===== src/rtl/pgx_pkg.sv =====
`timescale 1ns/1ps
package pgx_pkg;

    // Controller states of the page-swap engine
    typedef enum logic [2:0] {
        ST_IDLE = 3'd0,
        ST_CALC = 3'd1,
        ST_RDA  = 3'd2,
        ST_RDB  = 3'd3,
        ST_WRA  = 3'd4,
        ST_WRB  = 3'd5,
        ST_FIN  = 3'd6
    } pgx_state_e;

endpackage


===== src/rtl/pgx_page_loc.sv =====
`timescale 1ns/1ps
// Reduces a raw page pick to a valid page of one parent and returns the page's
// start address. The remainder is formed by an unrolled restoring divider.
module pgx_page_loc #(
    parameter int ADDR_W    = 10,
    parameter int PAGE_LEN  = 8,
    parameter int MAX_PAGES = 16,
    parameter int SEL_W     = 8,
    localparam int CNT_W    = $clog2(MAX_PAGES + 1),
    localparam int RW       = CNT_W + 1
) (
    input  logic [ADDR_W-1:0] base_i,
    input  logic [CNT_W-1:0]  pages_i,
    input  logic [SEL_W-1:0]  pick_i,
    output logic [RW-1:0]     div_o,
    output logic [RW-1:0]     idx_o,
    output logic [ADDR_W-1:0] addr_o
);

    // Effective page count: zero counts as one, oversize clamps to the maximum
    always_comb begin
        if (pages_i == '0)
            div_o = RW'(1);
        else if (pages_i > CNT_W'(MAX_PAGES))
            div_o = RW'(MAX_PAGES);
        else
            div_o = {1'b0, pages_i};
    end

    // Restoring remainder, one stage per pick bit, most significant bit first
    logic [RW-1:0] rem [0:SEL_W];
    assign rem[0] = '0;

    for (genvar i = 0; i < SEL_W; i++) begin : g_stage
        logic [RW:0] shifted;
        assign shifted  = {rem[i], pick_i[SEL_W-1-i]};
        assign rem[i+1] = (shifted >= {1'b0, div_o}) ? RW'(shifted - {1'b0, div_o})
                                                     : shifted[RW-1:0];
    end

    assign idx_o = rem[SEL_W];

    logic [ADDR_W-1:0] offset;
    assign offset = ADDR_W'(idx_o) * ADDR_W'(PAGE_LEN);
    assign addr_o = base_i + offset;

endmodule


===== src/rtl/pgx_word_ctr.sv =====
`timescale 1ns/1ps
// Word offset within the page being exchanged.
module pgx_word_ctr #(
    parameter int PAGE_LEN = 8,
    localparam int WORD_W  = (PAGE_LEN > 1) ? $clog2(PAGE_LEN) : 1
) (
    input  logic              clk,
    input  logic              rst_n,
    input  logic              clr_i,
    input  logic              inc_i,
    output logic [WORD_W-1:0] word_o,
    output logic              last_o
);

    assign last_o = (word_o == WORD_W'(PAGE_LEN - 1));

    always_ff @(posedge clk or negedge rst_n) begin
        if (!rst_n)
            word_o <= '0;
        else if (clr_i)
            word_o <= '0;
        else if (inc_i)
            word_o <= last_o ? '0 : word_o + WORD_W'(1);
    end

endmodule


===== src/rtl/pgx_xover.sv =====
`timescale 1ns/1ps
// Page-swap crossover engine: exchanges one fixed-length page between two
// programs held in a single-port instruction memory.
module pgx_xover #(
    parameter int ADDR_W    = 10,
    parameter int DATA_W    = 16,
    parameter int PAGE_LEN  = 8,
    parameter int MAX_PAGES = 16,
    parameter int SEL_W     = 8,
    localparam int CNT_W    = $clog2(MAX_PAGES + 1),
    localparam int RW       = CNT_W + 1,
    localparam int WORD_W   = (PAGE_LEN > 1) ? $clog2(PAGE_LEN) : 1
) (
    input  logic              clk,
    input  logic              rst_n,
    input  logic              start_i,
    input  logic [ADDR_W-1:0] base_a_i,
    input  logic [CNT_W-1:0]  pages_a_i,
    input  logic [SEL_W-1:0]  pick_a_i,
    input  logic [ADDR_W-1:0] base_b_i,
    input  logic [CNT_W-1:0]  pages_b_i,
    input  logic [SEL_W-1:0]  pick_b_i,
    output logic              mem_en_o,
    output logic              mem_we_o,
    output logic [ADDR_W-1:0] mem_addr_o,
    output logic [DATA_W-1:0] mem_wdata_o,
    input  logic [DATA_W-1:0] mem_rdata_i,
    output logic              busy_o,
    output logic              done_o
);
    import pgx_pkg::*;

    pgx_state_e state_q, state_d;

    // Operands captured when a start is accepted
    logic [ADDR_W-1:0] base_a_q, base_b_q;
    logic [CNT_W-1:0]  pages_a_q, pages_b_q;
    logic [SEL_W-1:0]  pick_a_q, pick_b_q;

    // Resolved page starts and the word held between its read and its write
    logic [ADDR_W-1:0] addr_a_q, addr_b_q;
    logic [DATA_W-1:0] hold_a_q;

    logic accept;
    assign accept = (state_q == ST_IDLE) && start_i;

    // ---------------- page resolution ----------------
    logic [RW-1:0]     div_a, div_b, idx_a, idx_b;
    logic [ADDR_W-1:0] loc_a, loc_b;

    pgx_page_loc #(
        .ADDR_W(ADDR_W), .PAGE_LEN(PAGE_LEN), .MAX_PAGES(MAX_PAGES), .SEL_W(SEL_W)
    ) u_loc_a (
        .base_i(base_a_q), .pages_i(pages_a_q), .pick_i(pick_a_q),
        .div_o(div_a), .idx_o(idx_a), .addr_o(loc_a)
    );

    pgx_page_loc #(
        .ADDR_W(ADDR_W), .PAGE_LEN(PAGE_LEN), .MAX_PAGES(MAX_PAGES), .SEL_W(SEL_W)
    ) u_loc_b (
        .base_i(base_b_q), .pages_i(pages_b_q), .pick_i(pick_b_q),
        .div_o(div_b), .idx_o(idx_b), .addr_o(loc_b)
    );

    logic same_page;
    assign same_page = (loc_a == loc_b);

    // ---------------- word walk ----------------
    logic [WORD_W-1:0] word;
    logic              word_last;

    pgx_word_ctr #(.PAGE_LEN(PAGE_LEN)) u_word (
        .clk(clk), .rst_n(rst_n),
        .clr_i(state_q == ST_CALC),
        .inc_i(state_q == ST_WRB),
        .word_o(word), .last_o(word_last)
    );

    logic [ADDR_W-1:0] slot_a, slot_b;
    assign slot_a = addr_a_q + ADDR_W'(word);
    assign slot_b = addr_b_q + ADDR_W'(word);

    // ---------------- state register ----------------
    always_ff @(posedge clk or negedge rst_n) begin
        if (!rst_n)
            state_q <= ST_IDLE;
        else
            state_q <= state_d;
    end

    // ---------------- next state ----------------
    always_comb begin
        state_d = state_q;
        unique case (state_q)
            ST_IDLE: state_d = accept ? ST_CALC : ST_IDLE;
            ST_CALC: state_d = same_page ? ST_FIN : ST_RDA;
            ST_RDA:  state_d = ST_RDB;
            ST_RDB:  state_d = ST_WRA;
            ST_WRA:  state_d = ST_WRB;
            ST_WRB:  state_d = word_last ? ST_FIN : ST_RDA;
            ST_FIN:  state_d = ST_IDLE;
            default: state_d = ST_IDLE;
        endcase
    end

    // ---------------- operand and data registers ----------------
    always_ff @(posedge clk or negedge rst_n) begin
        if (!rst_n) begin
            base_a_q  <= '0;
            base_b_q  <= '0;
            pages_a_q <= '0;
            pages_b_q <= '0;
            pick_a_q  <= '0;
            pick_b_q  <= '0;
            addr_a_q  <= '0;
            addr_b_q  <= '0;
            hold_a_q  <= '0;
        end else begin
            if (accept) begin
                base_a_q  <= base_a_i;
                base_b_q  <= base_b_i;
                pages_a_q <= pages_a_i;
                pages_b_q <= pages_b_i;
                pick_a_q  <= pick_a_i;
                pick_b_q  <= pick_b_i;
            end
            if (state_q == ST_CALC) begin
                addr_a_q <= loc_a;
                addr_b_q <= loc_b;
            end
            // word of page A arrives the cycle after its read
            if (state_q == ST_RDB)
                hold_a_q <= mem_rdata_i;
        end
    end

    // ---------------- Moore outputs ----------------
    always_comb begin
        mem_en_o    = 1'b0;
        mem_we_o    = 1'b0;
        mem_addr_o  = '0;
        mem_wdata_o = '0;
        busy_o      = 1'b1;
        done_o      = 1'b0;
        unique case (state_q)
            ST_IDLE: busy_o = 1'b0;
            ST_CALC: ;
            ST_RDA: begin
                mem_en_o   = 1'b1;
                mem_addr_o = slot_a;
            end
            ST_RDB: begin
                mem_en_o   = 1'b1;
                mem_addr_o = slot_b;
            end
            ST_WRA: begin
                mem_en_o    = 1'b1;
                mem_we_o    = 1'b1;
                mem_addr_o  = slot_a;
                mem_wdata_o = mem_rdata_i;
            end
            ST_WRB: begin
                mem_en_o    = 1'b1;
                mem_we_o    = 1'b1;
                mem_addr_o  = slot_b;
                mem_wdata_o = hold_a_q;
            end
            ST_FIN:  done_o = 1'b1;
            default: busy_o = 1'b0;
        endcase
    end

    // ---------------- assertions ----------------

    page_in_range_chk: assert property (@(posedge clk) disable iff (!rst_n)
        (state_q == ST_CALC) |-> ((idx_a < div_a) && (idx_b < div_b)));


    calc_quiet_chk: assert property (@(posedge clk) disable iff (!rst_n)
        accept |=> (busy_o && !mem_en_o));


    write_after_access_chk: assert property (@(posedge clk) disable iff (!rst_n)
        mem_we_o |-> $past(mem_en_o));


    done_single_chk: assert property (@(posedge clk) disable iff (!rst_n)
        done_o |=> (!done_o && !busy_o));


    busy_start_ignored_chk: assert property (@(posedge clk) disable iff (!rst_n)
        (busy_o && start_i) |=> ($stable(pick_a_q) && $stable(pick_b_q) &&
                                 $stable(base_a_q) && $stable(base_b_q)));


    same_page_skip_chk: assert property (@(posedge clk) disable iff (!rst_n)
        ((state_q == ST_CALC) && same_page) |=> (!mem_en_o && done_o));

endmodule


===== config.mk =====
export PLATFORM = sky130hd
export DESIGN_NAME = pgx_xover
export DESIGN_NICKNAME = d
export VERILOG_FILES = /design/src/rtl/pgx_pkg.sv /design/src/rtl/pgx_page_loc.sv /design/src/rtl/pgx_word_ctr.sv /design/src/rtl/pgx_xover.sv
export SDC_FILE = /design/constraint.sdc
export NUM_CORES = 1
export LEC_CHECK = 0
export BUFFER_PORTS_ARGS = -buffer_cell sky130_fd_sc_hd__buf_2
export CAP_MARGIN = 10
export CORE_MARGIN = 3
export CORE_UTILIZATION = 61
export DETAILED_ROUTE_END_ITERATION = 6
export GPL_ROUTABILITY_DRIVEN = 0
export PLACE_DENSITY = 0.87
export SLEW_MARGIN = 0
export SYNTH_ARGS = -nofsm -noshare
export SYNTH_HDL_FRONTEND = slang
export SYNTH_SLANG_ARGS = --single-unit
export TNS_END_PERCENT = 20

===== constraint.sdc =====
create_clock -name clk -period 22.3 [get_ports clk]
set_input_delay 1.115 -clock clk [delete_from_list [all_inputs] [get_ports clk]]
set_output_delay 1.115 -clock clk [all_outputs]
set_load 0.1 [all_outputs]

* After elaboration in Yosys (flattened, before gate mapping)
Index checks and enable logic that the tools add are counted.
** Word-level totals
- Logic and storage cells :: 101
- Register bits :: 88
** Operators by class
- Order comparisons :: 18
- $add $sub $neg :: 21
- Mux-type cells :: 33
- Reductions and logical operators :: 10
- Equality and inequality tests :: 8
** Operator list (count)
- 6-bit two-way mux :: 18
- 7-bit by 6-bit >= comparator with 1-bit output :: 14
- 6-bit subtractor :: 14
- 16-bit one-hot mux with 2 select lines :: 1
- 10-bit by 3-bit adder with 10-bit output :: 2
- 10-bit by 9-bit adder with 10-bit output :: 2
- 10-bit one-hot mux with 2 select lines :: 1
- 3-bit one-hot mux with 6 select lines :: 1
- 3-bit two-way mux :: 5
- 3-bit equality test (second input constant) :: 4
- 1-bit by 6-bit >= comparator with 1-bit output :: 2
- 1-bit by 6-bit subtractor with 6-bit output :: 2
- 10-bit equality test :: 1
- 5-bit greater-than comparator (second input constant) :: 2
- 5-bit zero test :: 2
- 5-bit two-way mux :: 2
- 3-bit by 2-bit equality test with 1-bit output (second input constant) :: 2
- 2-bit OR reduction :: 3
- 6-bit OR reduction :: 1
- 1-bit two-way mux :: 5
- 4-bit OR reduction :: 1
- 3-bit by 1-bit adder with 3-bit output (second input constant) :: 1
- 3-bit by 1-bit equality test with 1-bit output (second input constant) :: 1
- 3-bit zero test :: 1
- 2 further kinds :: 2

* Logic depth before layout (Yosys ltp)
- Depth after elaboration :: 23
- Gate-level depth with buffers :: 94
- Gate-level depth less buffers :: 91

* Modules after synthesis
From an unflattened synthesis, not the netlist that was laid out.
** Second synthesis, totals
- Cells, all modules :: 999
- Area, all modules :: 9400.3 µm²
** By module, submodules not included
- pgx_xover :: times used 1, sequential area each 2127.0 µm², area each 4021.4 µm², cells each 294
- pgx_page_loc (u_loc_a) :: times used 1, sequential area each 0.0 µm², area each 2801.4 µm², cells each 367
- pgx_page_loc (u_loc_b) :: times used 1, sequential area each 0.0 µm², area each 2426.1 µm², cells each 326
- pgx_word_ctr :: times used 1, sequential area each 75.1 µm², area each 151.4 µm², cells each 12

* Worst setup path before layout
No wires, ideal clock.
- Kind :: reg2reg
- From :: reg pages_a_q[4]
- To :: reg state_q[2]
- Path slack :: 5.329 ns
- Clock period less this slack :: 16.971 ns
- Stages on the path, launching flop included :: 93
- Arrival time :: 16.824 ns
- Required time :: 22.153 ns
- Cells stage by stage :: dfrtp_1 or3_4 o22ai_1 ha_1 inv_1 ha_1 nand2b_1 a31oi_1 ha_1 nor2b_1 o2111a_1 or4_1 buf_4 or2_0 o21ai_0 inv_1 ha_1 nor2b_1 (+57 left out) a21o_1 a21o_1 a31oi_1 nand3_2 nor3_4 mux2i_1 ha_1 inv_1 fa_1 inv_1 a21oi_1 o21bai_1 a21o_1 a21oi_1 xor2_1 xnor2_1 nand3_1 nand3_1
** Between the ends
- Word-level cells in the longest chain between the ends :: 23
- Elaborated cells on any way between the ends :: 32
** RTL lines
- start, declared :: line pgx_xover.sv:37 : logic [CNT_W-1:0] pages_a_q, pages_b_q;
- start signal, assigned :: line pgx_xover.sv:122 : pages_a_q <= pages_a_i;
- 5-bit greater-than comparator :: line pgx_page_loc.sv:24 : else if (pages_i > CNT_W'(MAX_PAGES))
- 5-bit two-way mux :: line pgx_page_loc.sv:24
- 6-bit two-way mux * :: line pgx_page_loc.sv:22 : if (pages_i == '0)
- 1-bit by 6-bit subtractor with 6-bit output / 1-bit by 6-bit >= comparator with 1-bit output (equally long branches) :: line pgx_page_loc.sv:37 : assign rem[i+1] = (shifted >= {1'b0, div_o}) ? RW'(shifted - {1'b0, div_o})
- 6-bit two-way mux :: line pgx_page_loc.sv:37
- 6-bit subtractor / 7-bit by 6-bit >= comparator with 1-bit output (equally long branches) :: line pgx_page_loc.sv:37
- 6-bit two-way mux :: line pgx_page_loc.sv:37
- 6-bit subtractor / 7-bit by 6-bit >= comparator with 1-bit output (equally long branches) :: line pgx_page_loc.sv:37
- (+8 left out)
- 6-bit two-way mux :: line pgx_page_loc.sv:37
- 6-bit subtractor / 7-bit by 6-bit >= comparator with 1-bit output (equally long branches) :: line pgx_page_loc.sv:37
- 6-bit two-way mux * :: line pgx_page_loc.sv:37
- 10-bit by 9-bit adder with 10-bit output * :: line pgx_page_loc.sv:45 : assign addr_o = base_i + offset;
- 10-bit equality test * :: line pgx_xover.sv:66 : assign same_page = (loc_a == loc_b);
- 3-bit two-way mux * :: line pgx_xover.sv:96 : ST_CALC: state_d = same_page ? ST_FIN : ST_RDA;
- 3-bit one-hot mux with 6 select lines * :: line pgx_xover.sv:94 : unique case (state_q)
- net state_d[2] :: line pgx_xover.sv:33 : pgx_state_e state_q, state_d;
- end signal, assigned :: line pgx_xover.sv:88 : state_q <= state_d;
- end, declared :: line pgx_xover.sv:33
The timed path passes the listed nets; every way through them passes the cells marked *.
A chain may end at the register's enable or synchronous reset.

* Final worst setup path
Ends and elaborated chain as after synthesis.

==> summary.md <==
| Metric | Value |
|---|---|
| Detailed Routing Iterations Pass 1 | 5 |
| Max Clock Skew | around 0.009 ns |
| DP Wirelength | 16170 µm |
| Post-synthesis compound-gate area fraction | 16.26% |
| Hold Path Sink | addr_b_q[9]$_DFFE_PN0P_ |
| Worst-margin pin slew | approximately 1.2 ns |
| Vias per inst | between 5 and 6 |
| DRC | 0 |
| CP max stage cell | or4_1 |
| Core region area | about 14000 µm² |
| Hold Violations, Final | 0 |
| Minimum clock period | roughly 20 ns |
| Hold Buf Count CTS | 0 |
| Clk Tree Root Cell | clkbuf_16 |
| Nets | 1269 |
| # fillers | about 1100 |
| DR iter-0 viols | ~530 |
| Global-route wire length before repair | around 34000 µm |
| Crit path largest cell delay | between 0.6 and 0.7 ns |
| FF-to-FF End | state_q[2]$_DFF_PN0_ |
| Final setup viols | 0 |
| Cts bufs inserted | 9 |
| Max-slew violations | 0 |
| Unrepaired setup endpoints after global routing | false |
| Met2 Use GR | a little over two fifths |
| Commonest non-fill, non-tap cells in the layout | buf_2, ha_1, nand2_1 |
| Area Overhead vs Synth | 10.02% |
| Crit path DAT | 20.52 ns |
| GRT overflow | 0 |
| Crit share post-route | around nine tenths |
| Final WL | 20930 µm |
| Most common cell after layout, fill and taps aside | buf_2 |
| Reg clk slew, reported paths | around 0.070 ns |
| Worst hold stages | 2 |
| Register area | roughly 2200 µm² |
| Cell variety after synth | between 70 and 80 |
| R2r setup slk | approximately 2.1 ns |
| TNS Setup | 0 ns |
| Reg2reg start | pages_a_q[4]$_DFFE_PN0P_ |
| Die Area | 16340 µm² |
| Simple-Gate Fraction of Synth Area | between 15 and 20% |
| Yosys reg bits | 88 |
| Most used cell, CP | ha_1 |
| Worst Path Required | 22.59 ns |
| Post-synth top area cell | dfrtp_1 |
| Clk sink count | between 80 and 90 |
| Fmax | roughly 0.049 GHz |
| Horiz. Die Dim | 127.8 µm |
| Post-synth top area share | about a quarter |
| Largest family of logic cells by synthesized area | adder cells |
| GRT Max-Usage Layer | met2 |
| PortBufs | 94 |
| Footprint of the multi-input gates | 6465 µm² |
| DIE HEIGHT | 127.8 µm |
| Average size of a mapped cell | 8.940 µm² |
| Adder-Cell Fraction of Synth Area | between 15 and 20% |
| Post-synth net total | 1187 |
| Htree depth | 3 |
| GRT met1 Usage | about 33% |
| Seq/Total Area, Yosys | approximately 24% |
| Post-synthesis mux area share | 16.22% |
| Vias | about 7600 |
| I/O pins | between 90 and 100 |
| All-Layer GR Usage | ~25% |
| Crit. End Element | flip-flop |
| Vias in the first global route | 7461 |
| Most common flop cell mapped by yosys | dfrtp_1 |
| Share of cells above drive strength 1 | between 20 and 25% |
| Clk_lat worst skew | between 0.3 and 0.4 ns |
| Initial core utilization | around 64% |
| Post-Synthesis Cells | roughly 1000 |
| Post-synth ARST share | between 90% and 100% |
| Top post-synthesis cells by area | dfrtp_1, ha_1, mux2_2, mux2i_1, o21ai_0 |
| Hold Path Class | reg -> reg |
| Synth Area in XOR/XNOR | under 10% |
| Rows | 43 |
| Post-route ant nets | 0 |
| Max cap viols | 0 |
| CTS tree | yes |
| Post-synth EDFFs | 0 |
| Relative slew margins | between 10% and 20% |
| Yosys warnings | 0 |
| Deepest clock path buffer count | 2 |
| Startpoint types | flip-flop |
| Status | completed |
| Syn Std Cell Area | slightly above 9000 µm² |
| CP Max Fanout | 10 |
| R2R depth | a little under 90 |
| Min-delay src | addr_b_q[9]$_DFFE_PN0P_ |
| Initial antenna violation count | 1 |
| Setup CP Type | reg -> reg |
| Wire length per cell | around 16 µm |
| Met3 Use GR | under 10% |
| Largest net degree at the start of global routing | 67 |
## sequential cells by signal, indices dropped and copies added, names as in the netlist
name and flops:
base_a_q 10, pages_a_q 5, addr_b_q 10, addr_a_q 10, state_q 3, pick_a_q 8, pages_b_q 5, u_word.word_o 3
hold_a_q 16, pick_b_q 8, base_b_q 10
## timing repair
item | in CTS | in global routing
setup endpoints to repair | 0 | 1
setup buffers | 0 | 0
gates resized for setup | 0 | 1
## per-layer routing
metal,wire (µm),vias up
met2,10100,198
li1,-,3762
met4,423,0
met5,0,-
met3,1039,36
met1,9373,3612
## metrics by stage
| stage | setup slack (ns) | std cells | instance area (µm²) | hold slack (ns) | util (%) |
|---|---|---|---|---|---|
| finish | 2.073 | 1281 | 9963 | 0.4954 | 70.15 |
| global route | 0.3703 | 1281 | 9963 | 0.5262 | 70.15 |
| CTS | 1.882 | 1280 | 9955 | 0.4982 | 70.08 |
| detailed placement | 1.986 | 1264 | 9659 | 0.4867 | 68.01 |
| global placement | 2.520 | 1264 | 9659 | 0.4687 | 68.01 |
| floorplan | 5.329 | 1013 | 9056 | 0.4492 | - |
## worst max-delay path, delay by kind of cell, from the launching register on
family	cells	cell delay (ns)
AOI/OAI and AO/OA	38	8.80
xor gates and xnor gates	2	0.37
adders and majority gates	11	3.37
buffers and inverters	9	0.70
DFF	1	0.42
muxes	2	0.60
and+or+nand+nor	27	5.88
## how the worst max path moves through the flow
stage                                   from                   end  slack (ns)
CTS                 pages_a_q[4]$_DFFE_PN0P_  state_q[2]$_DFF_PN0_        1.88
detailed placement  pages_a_q[4]$_DFFE_PN0P_  state_q[2]$_DFF_PN0_        1.99
floorplan           pages_a_q[4]$_DFFE_PN0P_  state_q[2]$_DFF_PN0_        5.33
global placement    pages_a_q[4]$_DFFE_PN0P_  state_q[2]$_DFF_PN0_        2.52
global route        pages_a_q[4]$_DFFE_PN0P_  state_q[2]$_DFF_PN0_        0.37
finish              pages_a_q[4]$_DFFE_PN0P_  state_q[2]$_DFF_PN0_        2.07
## cell families (layout without fill, tap and decap cells)
logic type,after synthesis,in the layout
other,0,1
AND/OR/NAND/NOR,286,286
XOR/XNOR,68,68
buffers and inverters,101,188
multiplexers,131,131
adder cells (fa/ha/maj),109,109
AO/OA/AOI/OAI,230,230
flip-flops,88,88
## cell usage after synthesis, drive strengths merged, types with 2 or more instances
library cell / number
ha: 92
nand2: 89
dfrtp: 88
o21ai: 88
mux2: 86
inv: 76
nor2: 67
a21oi: 50
mux2i: 45
xnor2: 42
xor2: 26
a21o: 25
nand3: 25
clkbuf: 20
nor2b: 20
fa: 17
and3: 16
nand2b: 16
nor3: 16
a31oi: 11
a211oi: 9
o21a: 8
o21bai: 7
or2: 7
or3: 7
a21boi: 5
and2: 5
buf: 5
nand4: 4
o22ai: 4
nand3b: 3
nor4: 3
a2111oi: 2
a211o: 2
and3b: 2
o211ai: 2
o21ba: 2
o221a: 2
o31a: 2
o31ai: 2
or4: 2
## final cells by class
type | count | share of cell area (%)
sequential | 88 | 22.10
inverter | 76 | 2.863
antenna | 1 | 0.02512
tap | 180 | 2.260
clock inverter | 7 | 0.7033
timing repair buffer | 96 | 4.898
multi-input combinational | 824 | 64.89
clock buffer | 9 | 2.260
Power is not shown: default switching activity piles up to over one toggle a cycle in this logic, so the estimate is an artifact.
